--- config.mk ---
export PLATFORM = sky130hd
export DESIGN_NAME = rtc_cmos_regfile
export DESIGN_NICKNAME = d
export VERILOG_FILES = /design/src/rtl/rtc_pkg.sv /design/src/rtl/rtc_timekeeper.sv /design/src/rtl/rtc_field_codec.sv /design/src/rtl/rtc_uip_timer.sv /design/src/rtl/rtc_cmos_regfile.sv
export SDC_FILE = /design/constraint.sdc
export NUM_CORES = 2
export LEC_CHECK = 0
export BUFFER_PORTS_ARGS = -buffer_cell sky130_fd_sc_hd__buf_2
export CORE_ASPECT_RATIO = 1.4
export CORE_MARGIN = 4
export CORE_UTILIZATION = 57
export CTS_BUF_LIST = sky130_fd_sc_hd__clkbuf_4
export CTS_CLUSTER_SIZE = 12
export DETAILED_ROUTE_END_ITERATION = 7
export GPL_ROUTABILITY_DRIVEN = 1
export HOLD_SLACK_MARGIN = 0.03
export PLACE_DENSITY = 0.7
export SYNTH_ARGS = -nofsm -noshare
export SYNTH_HDL_FRONTEND = slang
export SYNTH_HIERARCHICAL = 1
export SYNTH_SLANG_ARGS = --single-unit
--- constraint.sdc ---
create_clock -name clk -period 7.1 [get_ports clk]
set_clock_uncertainty 0.15 [all_clocks]
set_input_delay 1.065 -clock clk [delete_from_list [all_inputs] [get_ports clk]]
set_output_delay 1.065 -clock clk [all_outputs]
set_load 0.01 [all_outputs]
--- src/rtl/rtc_pkg.sv ---
// Package: register numbers, time record and BCD helpers for the clock
// register file. Assumes 7-bit register indexes within each bank.
package rtc_pkg;

    localparam logic [6:0] REG_SEC  = 7'd0;
    localparam logic [6:0] REG_MIN  = 7'd2;
    localparam logic [6:0] REG_HOUR = 7'd4;
    localparam logic [6:0] REG_WDAY = 7'd6;
    localparam logic [6:0] REG_MDAY = 7'd7;
    localparam logic [6:0] REG_MON  = 7'd8;
    localparam logic [6:0] REG_YEAR = 7'd9;
    localparam logic [6:0] REG_A    = 7'd10;
    localparam logic [6:0] REG_B    = 7'd11;
    localparam logic [6:0] REG_C    = 7'd12;
    localparam logic [6:0] REG_D    = 7'd13;
    localparam logic [6:0] REFRESH_LIMIT = 7'd14;
    localparam int         N_FIELDS = 7;

    // Field slots used between codec and counter
    localparam logic [2:0] SL_SEC = 3'd0, SL_MIN = 3'd1, SL_HOUR = 3'd2,
                           SL_WDAY = 3'd3, SL_MDAY = 3'd4, SL_MON = 3'd5,
                           SL_YEAR = 3'd6;

    typedef struct packed {
        logic [6:0] year;
        logic [3:0] mon;
        logic [4:0] mday;
        logic [2:0] wday;
        logic [4:0] hour;
        logic [5:0] min;
        logic [5:0] sec;
    } rtc_time_t;

    typedef struct packed {
        logic bin_mode;
        logic h24_mode;
    } rtc_mode_t;

    // Map a register index to {hit, slot}
    function automatic logic [3:0] slot_of(input logic [6:0] idx);
        case (idx)
            REG_SEC:  return {1'b1, SL_SEC};
            REG_MIN:  return {1'b1, SL_MIN};
            REG_HOUR: return {1'b1, SL_HOUR};
            REG_WDAY: return {1'b1, SL_WDAY};
            REG_MDAY: return {1'b1, SL_MDAY};
            REG_MON:  return {1'b1, SL_MON};
            REG_YEAR: return {1'b1, SL_YEAR};
            default:  return 4'b0000;
        endcase
    endfunction

    // Binary 0..99 to packed BCD
    function automatic logic [7:0] to_bcd(input logic [6:0] v);
        logic [6:0] tens;
        logic [6:0] ones;
        tens = v / 7'd10;
        ones = v % 7'd10;
        return {tens[3:0], ones[3:0]};
    endfunction

    // Packed BCD to binary
    function automatic logic [6:0] from_bcd(input logic [7:0] b);
        return ({3'b000, b[7:4]} * 7'd10) + {3'b000, b[3:0]};
    endfunction

    // Length of a month, leap year on year modulo 4
    function automatic logic [4:0] month_days(input logic [3:0] m, input logic [6:0] y);
        case (m)
            4'd2:                    return (y[1:0] == 2'b00) ? 5'd29 : 5'd28;
            4'd4, 4'd6, 4'd9, 4'd11: return 5'd30;
            default:                 return 5'd31;
        endcase
    endfunction

endpackage

--- src/rtl/rtc_timekeeper.sv ---
// Binary time-of-day and calendar counter.
// Advances one second per tick pulse with all carries; a load of one field
// takes priority over a tick in the same cycle. Assumes loaded values are in range.
module rtc_timekeeper
    import rtc_pkg::*;
(
    input  logic       clk,
    input  logic       rst_n,
    input  logic       tick,
    input  logic       ld_en,
    input  logic [2:0] ld_slot,
    input  logic [6:0] ld_val,
    output rtc_time_t  now
);

    rtc_time_t nxt;

    // Next time after one second, with every carry
    always_comb begin
        nxt = now;
        if (now.sec == 6'd59) begin
            nxt.sec = 6'd0;
            if (now.min == 6'd59) begin
                nxt.min = 6'd0;
                if (now.hour == 5'd23) begin
                    nxt.hour = 5'd0;
                    nxt.wday = (now.wday == 3'd6) ? 3'd0 : now.wday + 3'd1;
                    if (now.mday == month_days(now.mon, now.year)) begin
                        nxt.mday = 5'd1;
                        if (now.mon == 4'd12) begin
                            nxt.mon  = 4'd1;
                            nxt.year = (now.year == 7'd99) ? 7'd0 : now.year + 7'd1;
                        end else begin
                            nxt.mon = now.mon + 4'd1;
                        end
                    end else begin
                        nxt.mday = now.mday + 5'd1;
                    end
                end else begin
                    nxt.hour = now.hour + 5'd1;
                end
            end else begin
                nxt.min = now.min + 6'd1;
            end
        end else begin
            nxt.sec = now.sec + 6'd1;
        end
    end

    // Counter register: reset, field load, or tick advance
    always_ff @(posedge clk) begin
        if (!rst_n) begin
            now.sec  <= 6'd0;
            now.min  <= 6'd0;
            now.hour <= 5'd0;
            now.wday <= 3'd0;
            now.mday <= 5'd1;
            now.mon  <= 4'd1;
            now.year <= 7'd0;
        end else if (ld_en) begin
            case (ld_slot)
                SL_SEC:  now.sec  <= ld_val[5:0];
                SL_MIN:  now.min  <= ld_val[5:0];
                SL_HOUR: now.hour <= ld_val[4:0];
                SL_WDAY: now.wday <= ld_val[2:0];
                SL_MDAY: now.mday <= ld_val[4:0];
                SL_MON:  now.mon  <= ld_val[3:0];
                default: now.year <= ld_val;
            endcase
        end else if (tick) begin
            now <= nxt;
        end
    end


    sec_wrap_chk: assert property (@(posedge clk) disable iff (!rst_n)
        (tick && !ld_en && now.sec == 6'd59) |=> (now.sec == 6'd0));


    time_hold_chk: assert property (@(posedge clk) disable iff (!rst_n)
        (!tick && !ld_en) |=> $stable(now));

endmodule

--- src/rtl/rtc_field_codec.sv ---
// Converts between the binary time record and the byte forms software sees.
// Encodes every field under the current register B modes, and decodes one
// written byte back into a counter load. Purely combinational.
module rtc_field_codec
    import rtc_pkg::*;
(
    input  rtc_time_t                 cur,
    input  rtc_mode_t                 mode,
    input  logic [6:0]                wr_idx,
    input  logic [7:0]                wr_raw,
    output logic [N_FIELDS-1:0][7:0]  fmt,
    output logic                      ld_hit,
    output logic [2:0]                ld_slot,
    output logic [6:0]                ld_val
);

    logic [6:0] fval [N_FIELDS];
    logic       pm_flag;
    logic [3:0] slot_info;
    logic [6:0] full_dec;
    logic [6:0] low_dec;
    logic [6:0] hour12;

    // Byte encoding under the current number mode
    function automatic logic [7:0] enc(input logic [6:0] v, input logic bin);
        return bin ? {1'b0, v} : to_bcd(v);
    endfunction

    // Binary value of each field before encoding
    always_comb begin
        pm_flag = !mode.h24_mode && (cur.hour >= 5'd12);
        fval[0] = {1'b0, cur.sec};
        fval[1] = {1'b0, cur.min};
        if (mode.h24_mode)
            fval[2] = {2'b00, cur.hour};
        else
            fval[2] = (cur.hour >= 5'd12) ? {2'b00, cur.hour - 5'd12} : {2'b00, cur.hour};
        fval[3] = {4'b0000, cur.wday} + 7'd1;
        fval[4] = {2'b00, cur.mday};
        fval[5] = {3'b000, cur.mon};
        fval[6] = cur.year;
    end

    // One encoder per field; the hour carries the PM bit
    for (genvar f = 0; f < N_FIELDS; f++) begin : g_enc
        if (f == 2) begin : g_hour
            assign fmt[f] = enc(fval[f], mode.bin_mode) | {pm_flag, 7'b0};
        end else begin : g_plain
            assign fmt[f] = enc(fval[f], mode.bin_mode);
        end
    end

    // Decode of a written byte into a counter load
    always_comb begin
        slot_info = slot_of(wr_idx);
        ld_hit    = slot_info[3];
        ld_slot   = slot_info[2:0];
        full_dec  = mode.bin_mode ? wr_raw[6:0] : from_bcd(wr_raw);
        low_dec   = mode.bin_mode ? wr_raw[6:0] : from_bcd({1'b0, wr_raw[6:0]});
        hour12    = ((low_dec == 7'd12) ? 7'd0 : low_dec) + (wr_raw[7] ? 7'd12 : 7'd0);
        case (ld_slot)
            SL_HOUR: ld_val = mode.h24_mode ? full_dec : hour12;
            SL_WDAY: ld_val = full_dec - 7'd1;
            default: ld_val = full_dec;
        endcase
    end

endmodule

--- src/rtl/rtc_uip_timer.sv ---
// Update-in-progress flag: raised by each second tick and held for a fixed
// number of clock cycles. Assumes HOLD_CYCLES >= 2.
module rtc_uip_timer #(
    parameter int HOLD_CYCLES = 16
) (
    input  logic clk,
    input  logic rst_n,
    input  logic tick,
    output logic uip
);

    localparam int CNT_W = $clog2(HOLD_CYCLES + 1);

    logic [CNT_W-1:0] remain;

    // Flag and hold counter
    always_ff @(posedge clk) begin
        if (!rst_n) begin
            uip    <= 1'b0;
            remain <= '0;
        end else if (tick) begin
            uip    <= 1'b1;
            remain <= CNT_W'(HOLD_CYCLES - 1);
        end else if (uip) begin
            if (remain == '0)
                uip <= 1'b0;
            else
                remain <= remain - 1'b1;
        end
    end


    uip_rise_chk: assert property (@(posedge clk) disable iff (!rst_n)
        $rose(uip) |-> $past(tick));


    uip_set_chk: assert property (@(posedge clk) disable iff (!rst_n)
        tick |=> uip);

endmodule

--- src/rtl/rtc_cmos_regfile.sv ---
// Clock register file top: two index/data port pairs in front of a
// 256-byte array. Refreshes the clock registers when a low index is
// written, models registers A, C and D. Assumes MEM_DEPTH = 256, with
// 7-bit indexes in each bank.
module rtc_cmos_regfile
    import rtc_pkg::*;
#(
    parameter int         MEM_DEPTH       = 256,
    parameter int         UIP_HOLD_CYCLES = 16,
    parameter logic [7:0] CFG_BYTE        = 8'h17
) (
    input  logic       clk,
    input  logic       rst_n,
    input  logic       console_cfg,
    input  logic       sec_tick,
    input  logic       bus_wr,
    input  logic [1:0] bus_port,
    input  logic [7:0] bus_wdata,
    output logic [7:0] bus_rdata
);

    localparam int ADDR_W = $clog2(MEM_DEPTH);
    localparam int N_PORT = 4;

    logic [7:0]                mem [MEM_DEPTH];
    logic [N_PORT-1:0][7:0]    port_q;
    rtc_time_t                 now;
    rtc_mode_t                 mode;
    logic [N_FIELDS-1:0][7:0]  fmt;
    logic                      ld_hit;
    logic [2:0]                ld_slot;
    logic [6:0]                ld_val;
    logic                      uip;
    logic [6:0]                view_idx;
    logic [3:0]                view_slot;
    logic [7:0]                lo_view;
    logic                      wr_idx_lo;
    logic                      wr_dat_lo;
    logic                      wr_idx_hi;
    logic                      wr_dat_hi;
    logic                      refresh;

    assign wr_idx_lo = bus_wr && (bus_port == 2'd0);
    assign wr_dat_lo = bus_wr && (bus_port == 2'd1);
    assign wr_idx_hi = bus_wr && (bus_port == 2'd2);
    assign wr_dat_hi = bus_wr && (bus_port == 2'd3);
    assign mode.bin_mode = mem[ADDR_W'(REG_B)][2];
    assign mode.h24_mode = mem[ADDR_W'(REG_B)][1];
    assign view_idx  = bus_wdata[6:0];
    assign refresh   = wr_idx_lo && (view_idx < REFRESH_LIMIT);
    assign bus_rdata = port_q[bus_port];

    rtc_uip_timer #(.HOLD_CYCLES(UIP_HOLD_CYCLES)) u_uip (
        .clk   (clk),
        .rst_n (rst_n),
        .tick  (sec_tick),
        .uip   (uip)
    );

    rtc_field_codec u_codec (
        .cur     (now),
        .mode    (mode),
        .wr_idx  (port_q[0][6:0]),
        .wr_raw  (bus_wdata),
        .fmt     (fmt),
        .ld_hit  (ld_hit),
        .ld_slot (ld_slot),
        .ld_val  (ld_val)
    );

    rtc_timekeeper u_time (
        .clk     (clk),
        .rst_n   (rst_n),
        .tick    (sec_tick),
        .ld_en   (wr_dat_lo && ld_hit),
        .ld_slot (ld_slot),
        .ld_val  (ld_val),
        .now     (now)
    );

    // Value the lower data port takes when an index is written
    always_comb begin
        view_slot = slot_of(view_idx);
        if (view_slot[3])
            lo_view = fmt[view_slot[2:0]];
        else if (view_idx == REG_D)
            lo_view = 8'h80;
        else if (view_idx == REG_A)
            lo_view = {uip, mem[ADDR_W'(REG_A)][6:0]};
        else
            lo_view = mem[{1'b0, view_idx}];
    end

    // Byte array: reset fill, refresh, read-to-clear and data writes
    always_ff @(posedge clk) begin
        if (!rst_n) begin
            for (int i = 0; i < MEM_DEPTH; i++)
                mem[i] <= 8'h00;
            mem[CFG_BYTE] <= {7'b0, console_cfg};
        end else begin
            if (refresh) begin
                mem[ADDR_W'(REG_SEC)]  <= fmt[SL_SEC];
                mem[ADDR_W'(REG_MIN)]  <= fmt[SL_MIN];
                mem[ADDR_W'(REG_HOUR)] <= fmt[SL_HOUR];
                mem[ADDR_W'(REG_WDAY)] <= fmt[SL_WDAY];
                mem[ADDR_W'(REG_MDAY)] <= fmt[SL_MDAY];
                mem[ADDR_W'(REG_MON)]  <= fmt[SL_MON];
                mem[ADDR_W'(REG_YEAR)] <= fmt[SL_YEAR];
                mem[ADDR_W'(REG_D)]    <= 8'h80;
            end
            if (wr_idx_lo && view_idx == REG_C)
                mem[ADDR_W'(REG_C)] <= 8'h00;
            if (wr_dat_lo) begin
                if (port_q[0][6:0] == REG_B && bus_wdata[6])
                    mem[ADDR_W'(REG_C)] <= 8'hF0;
                mem[{1'b0, port_q[0][6:0]}] <= bus_wdata;
            end
            if (wr_dat_hi)
                mem[{1'b1, port_q[2][6:0]}] <= bus_wdata;
        end
    end

    // Port read values
    always_ff @(posedge clk) begin
        if (!rst_n) begin
            port_q <= '0;
        end else if (wr_idx_lo) begin
            port_q[0] <= bus_wdata;
            port_q[1] <= lo_view;
        end else if (wr_dat_lo) begin
            port_q[1] <= bus_wdata;
        end else if (wr_idx_hi) begin
            port_q[2] <= bus_wdata;
            port_q[3] <= mem[{1'b1, bus_wdata[6:0]}];
        end else if (wr_dat_hi) begin
            port_q[3] <= bus_wdata;
        end
    end


    regc_clear_chk: assert property (@(posedge clk) disable iff (!rst_n)
        (wr_idx_lo && view_idx == REG_C) |=> (mem[ADDR_W'(REG_C)] == 8'h00));


    regc_force_chk: assert property (@(posedge clk) disable iff (!rst_n)
        (wr_dat_lo && port_q[0][6:0] == REG_B && bus_wdata[6])
        |=> (mem[ADDR_W'(REG_C)] == 8'hF0));


    regd_valid_chk: assert property (@(posedge clk) disable iff (!rst_n)
        refresh |=> (mem[ADDR_W'(REG_D)] == 8'h80));


    upper_isolate_chk: assert property (@(posedge clk) disable iff (!rst_n)
        (wr_dat_hi || wr_idx_hi) |=> $stable(port_q[1]));

endmodule

Yosys cells after proc, flatten, opt, wreduce, memory -nomap -nowiden:

Memories as Yosys holds them, arrays and structs flattened.
Index checks and enable logic that the tools add are counted.

* divide/modulo/power cells: 14
* $add $sub $neg: 14
* multiplexer cells: 94
* reduce and logical (&&, ||, !) cells: 41
* equal/unequal tests: 45
* bitwise logic cells: 16
* multipliers: 2
* magnitude comparators: 4

Operator list (number)
* 2-to-1 mux 8 bit: 31
* 2-to-1 mux 36 bit: 2
* equality test 7 x 4 -> 1 bit (second input constant): 9
* 2-to-1 mux 7 bit: 8
* case mux 4 bit (7 select lines): 2
* equality test 7 x 3 -> 1 bit (second input constant): 6
* 2-to-1 mux 5 bit: 8
* 2-to-1 mux 30 bit: 1
* binary-select mux 8 bit (select 3 bit): 1
* 2-to-1 mux 24 bit: 1
* 2-to-1 mux 4 bit: 6
* 2-to-1 mux 6 bit: 4
* 2-to-1 mux 1 bit: 23
* divider 7 x 4 -> 7 bit (second input constant): 3
* modulo 7 x 4 -> 7 bit (second input constant): 3
* 2-to-1 mux 19 bit: 1
* nonzero test 2 bit: 9
* binary-select mux 8 bit (select 2 bit): 1
* != test 2 bit (second input constant): 8
* OR reduction 8 bit: 2
* adder 7 x 4 -> 7 bit: 2
* divider 6 x 4 -> 7 bit (second input constant): 2
* equality test 7 x 2 -> 1 bit (second input constant): 2
* zero test 7 bit: 2
* 54 further kinds: 93

* memory bits (writable): 2048
* memories: 1
* output and inout port bits: 8
* register bits: 74

Memories
* mem: depth 256, width 8, rd ports 4, clocked after Yosys merged registers in 0, write ports 256, line rtc_cmos_regfile.sv:25 `logic [7:0] mem [MEM_DEPTH];`

Depth between registers and ports, before layout:

* word-level depth: 13
* gate-level depth with buffers: 19
* mapped depth without buffers: 19

Cells and area by module:

Netlist, hierarchy kept.

Modules (own cells, without submodules)
* rtc_cmos_regfile: seq. area each 62139.6 µm², area an instance 96719.0 µm², instances 1, cells each 6833
* rtc_field_codec: seq. area each 0.0 µm², area an instance 3236.9 µm², instances 1, cells each 495
* rtc_timekeeper: seq. area each 720.7 µm², area an instance 2278.4 µm², instances 1, cells each 300
* rtc_uip_timer: seq. area each 120.1 µm², area an instance 334.1 µm², instances 1, cells each 35

Worst setup path after synthesis:

OpenSTA, ideal clock, no wires.

* path kind: input -> register
* from: in bus_wdata[4]
* to: reg, netlist name u_time/now[4]
* library setup time: 0.128 ns
* buffers on the path: 1
* stages on the path: 19
* slack: 2.289 ns
* arrival time: 4.534 ns
* cell sequence: ha_1 -> ha_1 -> clkbuf_1 -> a21oi_1 -> nor3b_1 -> o31a_1 -> or4_1 -> nor2_1 -> nor2_1 -> ha_1 -> fa_1 -> xnor2_1 -> o21ai_0 -> mux2_2 -> and2_1 -> a21oi_1 -> a21oi_1 -> a21oi_1 -> nor2_1

* word-level cells in the longest chain between the ends: 10
* elaborated cells between the ends (all ways): 14
* those cells by class: add/sub (4); mul (2); eq/ne (1); mux (7)

RTL lines
* start: declaration: line rtc_cmos_regfile.sv:18 `input logic [7:0] bus_wdata,`
* multiplier 3 x 3 -> 6 bit: line rtc_pkg.sv:64 `return ({3'b000, b[7:4]} * 7'd10) + {3'b000, b[3:0]};`
* adder 7 x 4 -> 7 bit: line rtc_pkg.sv:64
* 2-to-1 mux 7 bit: line rtc_field_codec.sv:59 `low_dec = mode.bin_mode ? wr_raw[6:0] : from_bcd({1'b0, wr_raw[6:0]});`
* equality test 7 x 4 -> 1 bit: line rtc_field_codec.sv:60 `hour12 = ((low_dec == 7'd12) ? 7'd0 : low_dec) + (wr_raw[7] ? 7'd12 : 7'd0);`
* 2-to-1 mux 7 bit: line rtc_field_codec.sv:60
* adder 7 bit: line rtc_field_codec.sv:60
* 2-to-1 mux 7 bit: line rtc_field_codec.sv:62 `SL_HOUR: ld_val = mode.h24_mode ? full_dec : hour12;`
* case mux 7 bit (2 select lines) *: line rtc_field_codec.sv:61 `case (ld_slot)`
* named net ld_val[4]: line rtc_cmos_regfile.sv:32 `logic [6:0] ld_val;`
* 2-to-1 mux 6 bit *: line rtc_timekeeper.sv:61 `case (ld_slot)`
* 2-to-1 mux 36 bit *: line rtc_timekeeper.sv:60 `end else if (ld_en) begin`

Mark *: on every way through the listed nets, which the timed path passes. The rest lies on a longest branch. The select of a mux whose other input is x is not followed.
A chain may end at the register's enable or synchronous reset.

==> impl_results.md <==
* Status: finished, violations left
* Violated checks: capacitance limit
* # H-tree levels at 6
* Max Slew Vio Count at 0
* Worst slack, placed at 1.48 ns
* Final Hold Fails at 0
* Critical Path AT at 6.35 ns
* Ports at 23
* #FFs+latches synth at 2122
* Final cycle utilization of the critical path at 74.5%
* Worst-path fanout max at 18
* Routability congestion estimate at 0.984
* Filler instances at 13438
* Setup crit start: u_time/now[14]$_SDFFE_PN0P_
* Placed cells at 9445
* Hold depth at 2
* Layout Cells excl Fill at 10327
* Final nets at 7718
* Hold_sp: bus_wdata[4]
* Layout cells sized above 1 at 22.0%
* Max_cap viols at 1
* Initial antenna violation count at 25
* Area of the multi-input gates at 35900 µm²
* Gr busiest metal: met2
* Synth area leaders: edfxtp_1 (60%), mux4_2 (12%), and3_1 (3.8%)
* Die Ht at 510 µm
* RSZ-0062 raised after global routing: false
* Worst slew margin at 2.21%
* First-pass detailed-route iteration total at 7
* IO buf count at 22
* Syn Std Cell Area at 103000 µm²
* Starting Density at 57.2%
* Setup TNS at 0 ns
* CTS resizes at 0
* Sink Count at 2122
* EDFF count, synth at 2048
* Commonest non-fill, non-tap cell in the layout: edfxtp_1
* Core Region at 179000 µm²
* Largest net degree at the start of global routing at 127
* DR DRC count at 0
* Ys Warns at 6
* Rows at 184
* Synth cell types at 104
* Commonest cells after routing, fill and taps aside: edfxtp_1 (2048), clkbuf_4 (734), and3_1 (629), nor2_1 (615), nor3_1 (581)
* Total CTS buffers at 530
* Ys async rst share at 0%
* Gr usage total at 33.7%
* Post-CTS Setup Repair Bufs at 0
* Worst Setup Path Type: register to register
* Final Critical Period at 5.29 ns
* Worst EP required at 8.16 ns
* Latest clock arrival within the worst-skew pair at 1.38 ns
* Cells after synthesis at 7663
* Pwr Total at 0.0265 W
* Total number of vias at 70141
* CP endpoint kind: register
* Tightest Pin Transition at 1.45 ns
* Register area at 63000 µm²
* Worst VDD drop at 151 µV
* Power per cell area at 239 nW/µm²
* Final Setup Violations at 0
* Worst r2r src: u_time/now[14]$_SDFFE_PN0P_
* Final Util at 61.9%
* M2 GR Usage at 54.6%
* CTS tree: yes
* WL per Instance at 30.7 µm
* Syn Area/Cell at 13.4 µm²
* P&R area growth vs syn at 8.22%
* Root Driver: clkbuf_4
* Yosys top cell area share at 60.0%
* Vias in the first global route at 69978
* Ys flop type: edfxtp_1
* Antenna viol nets, final at 0
* Met1 usage at 40.1%
* Yosys top cell by area: edfxtp_1
* Total grt overflow at 0
* Hold Path Class: primary input to register
* Die area at 187000 µm²
* Clock buffer depth at 4
* DR iter-0 viols at 9276
* Post-CTS Hold Buffers at 8
* Drt total wl at 318 mm
* CP Launch Type: register
* Detailed placement HPWL at 204 mm
* Seq/Total Area, Yosys at 61.4%
* Met3 usage at 7.11%
* Final setup margin at 1.81 ns
* Routed vias/inst at 6.79
* DIE WIDTH at 367 µm
* First-pass GRT wire length at 464 mm
* Clock-pin slew of the registers on the worst-case setup and hold paths at 0.07 ns
* FF-to-FF path depth at 16
* Fmax at 189 MHz
* Leakage at 41.2 nW
-- flip-flops by register name (all words and copies together), names as in the netlist --
name and count:
mem 2048, port_q 32, u_uip/uip 1, u_uip/remain 5, u_time/now 36
-- critical path: stages, from the launching register on --
cell and delay, ns:
dfxtp_1 0.67, ha_1 0.32, nor3b_1 0.41, o311ai_0 0.16
o21ai_1 0.16, inv_1 0.07, ha_1 0.26, a21oi_1 0.34
nor2_1 0.16, nor2_1 0.13, ha_1 0.26, a21oi_1 0.12
a2111oi_2 0.50, o2bb2ai_1 0.16, mux4_2 0.48, a211oi_1 0.64
a21oi_1 0.14
-- kinds of logic after synthesis --
family / share of synthesized area [%]
and+or+nand+nor: 15.4
DFF: 61.4
buffers and inverters: 3.83
AOI/OAI and AO/OA: 5.17
muxes: 13.5
adders and majority gates: 0.544
xor gates and xnor gates: 0.137
other: 0.00366
-- per-stage QoR --
step                      hold slack (ns)  area (µm²)
final                               0.162      111000
after global routing                0.105      111000
after CTS                          0.0510      111000
after detailed placement            0.334      105000
after global placement              0.312      105000
after floorplan                     0.287      103000
-- layer usage --
layer  part of all wire, %  routed length, µm  vias up
li1                      -                  -    29494
met1                    33             104000    34933
met2                    48             153000     4583
met3                    10              32600     1107
met4                   8.8              27800       24
met5                 0.055                174        -
-- path summary, 6_finish.rpt --
check | slack, ns | to
min | 0.16 | mem[10][4]$_SDFFCE_PN0P_
max reg2reg | 1.81 | port_q[10]$_SDFFE_PN0P_
max | 1.81 | port_q[10]$_SDFFE_PN0P_
min reg2reg | 0.35 | port_q[7]$_SDFFE_PN0P_
-- cells in the mapped netlist (50+ instances only) --
library cell  number
a22oi_1           57
a21oi_1          115
buf_4             53
clkbuf_1         572
nand3_1           71
edfxtp_1        2048
and3_1           630
buf_2            149
o21ai_0          258
mux4_2           544
and2_1           426
a22o_1            62
dfxtp_1           74
inv_1             57
nor2_1           634
nor3_1           589
mux2i_1          113
buf_1             50
nand2_1          492
nor4_1            56
-- final cells by class --
type / instances / area share, %
clock buffers: 734 / 4.96
clock inverters: 121 / 0.753
well taps: 2325 / 2.62
diodes: 18 / 0.0406
inverters: 64 / 0.243
flip-flops and latches: 2122 / 56.7
repair buffers: 298 / 2.26
multi-input cells: 4645 / 32.4
-- power by group --
part | leakage [nW] | internal (W) | switching [W] | total, W
Sequential | 21.7 | 0.0141 | 0.000157 | 0.0143
Clock | 3.79 | 0.00522 | 0.00488 | 0.0101
Combinational | 15.7 | 0.000695 | 0.00147 | 0.00216
No activity file was read; power rests on OpenSTA's default activity.
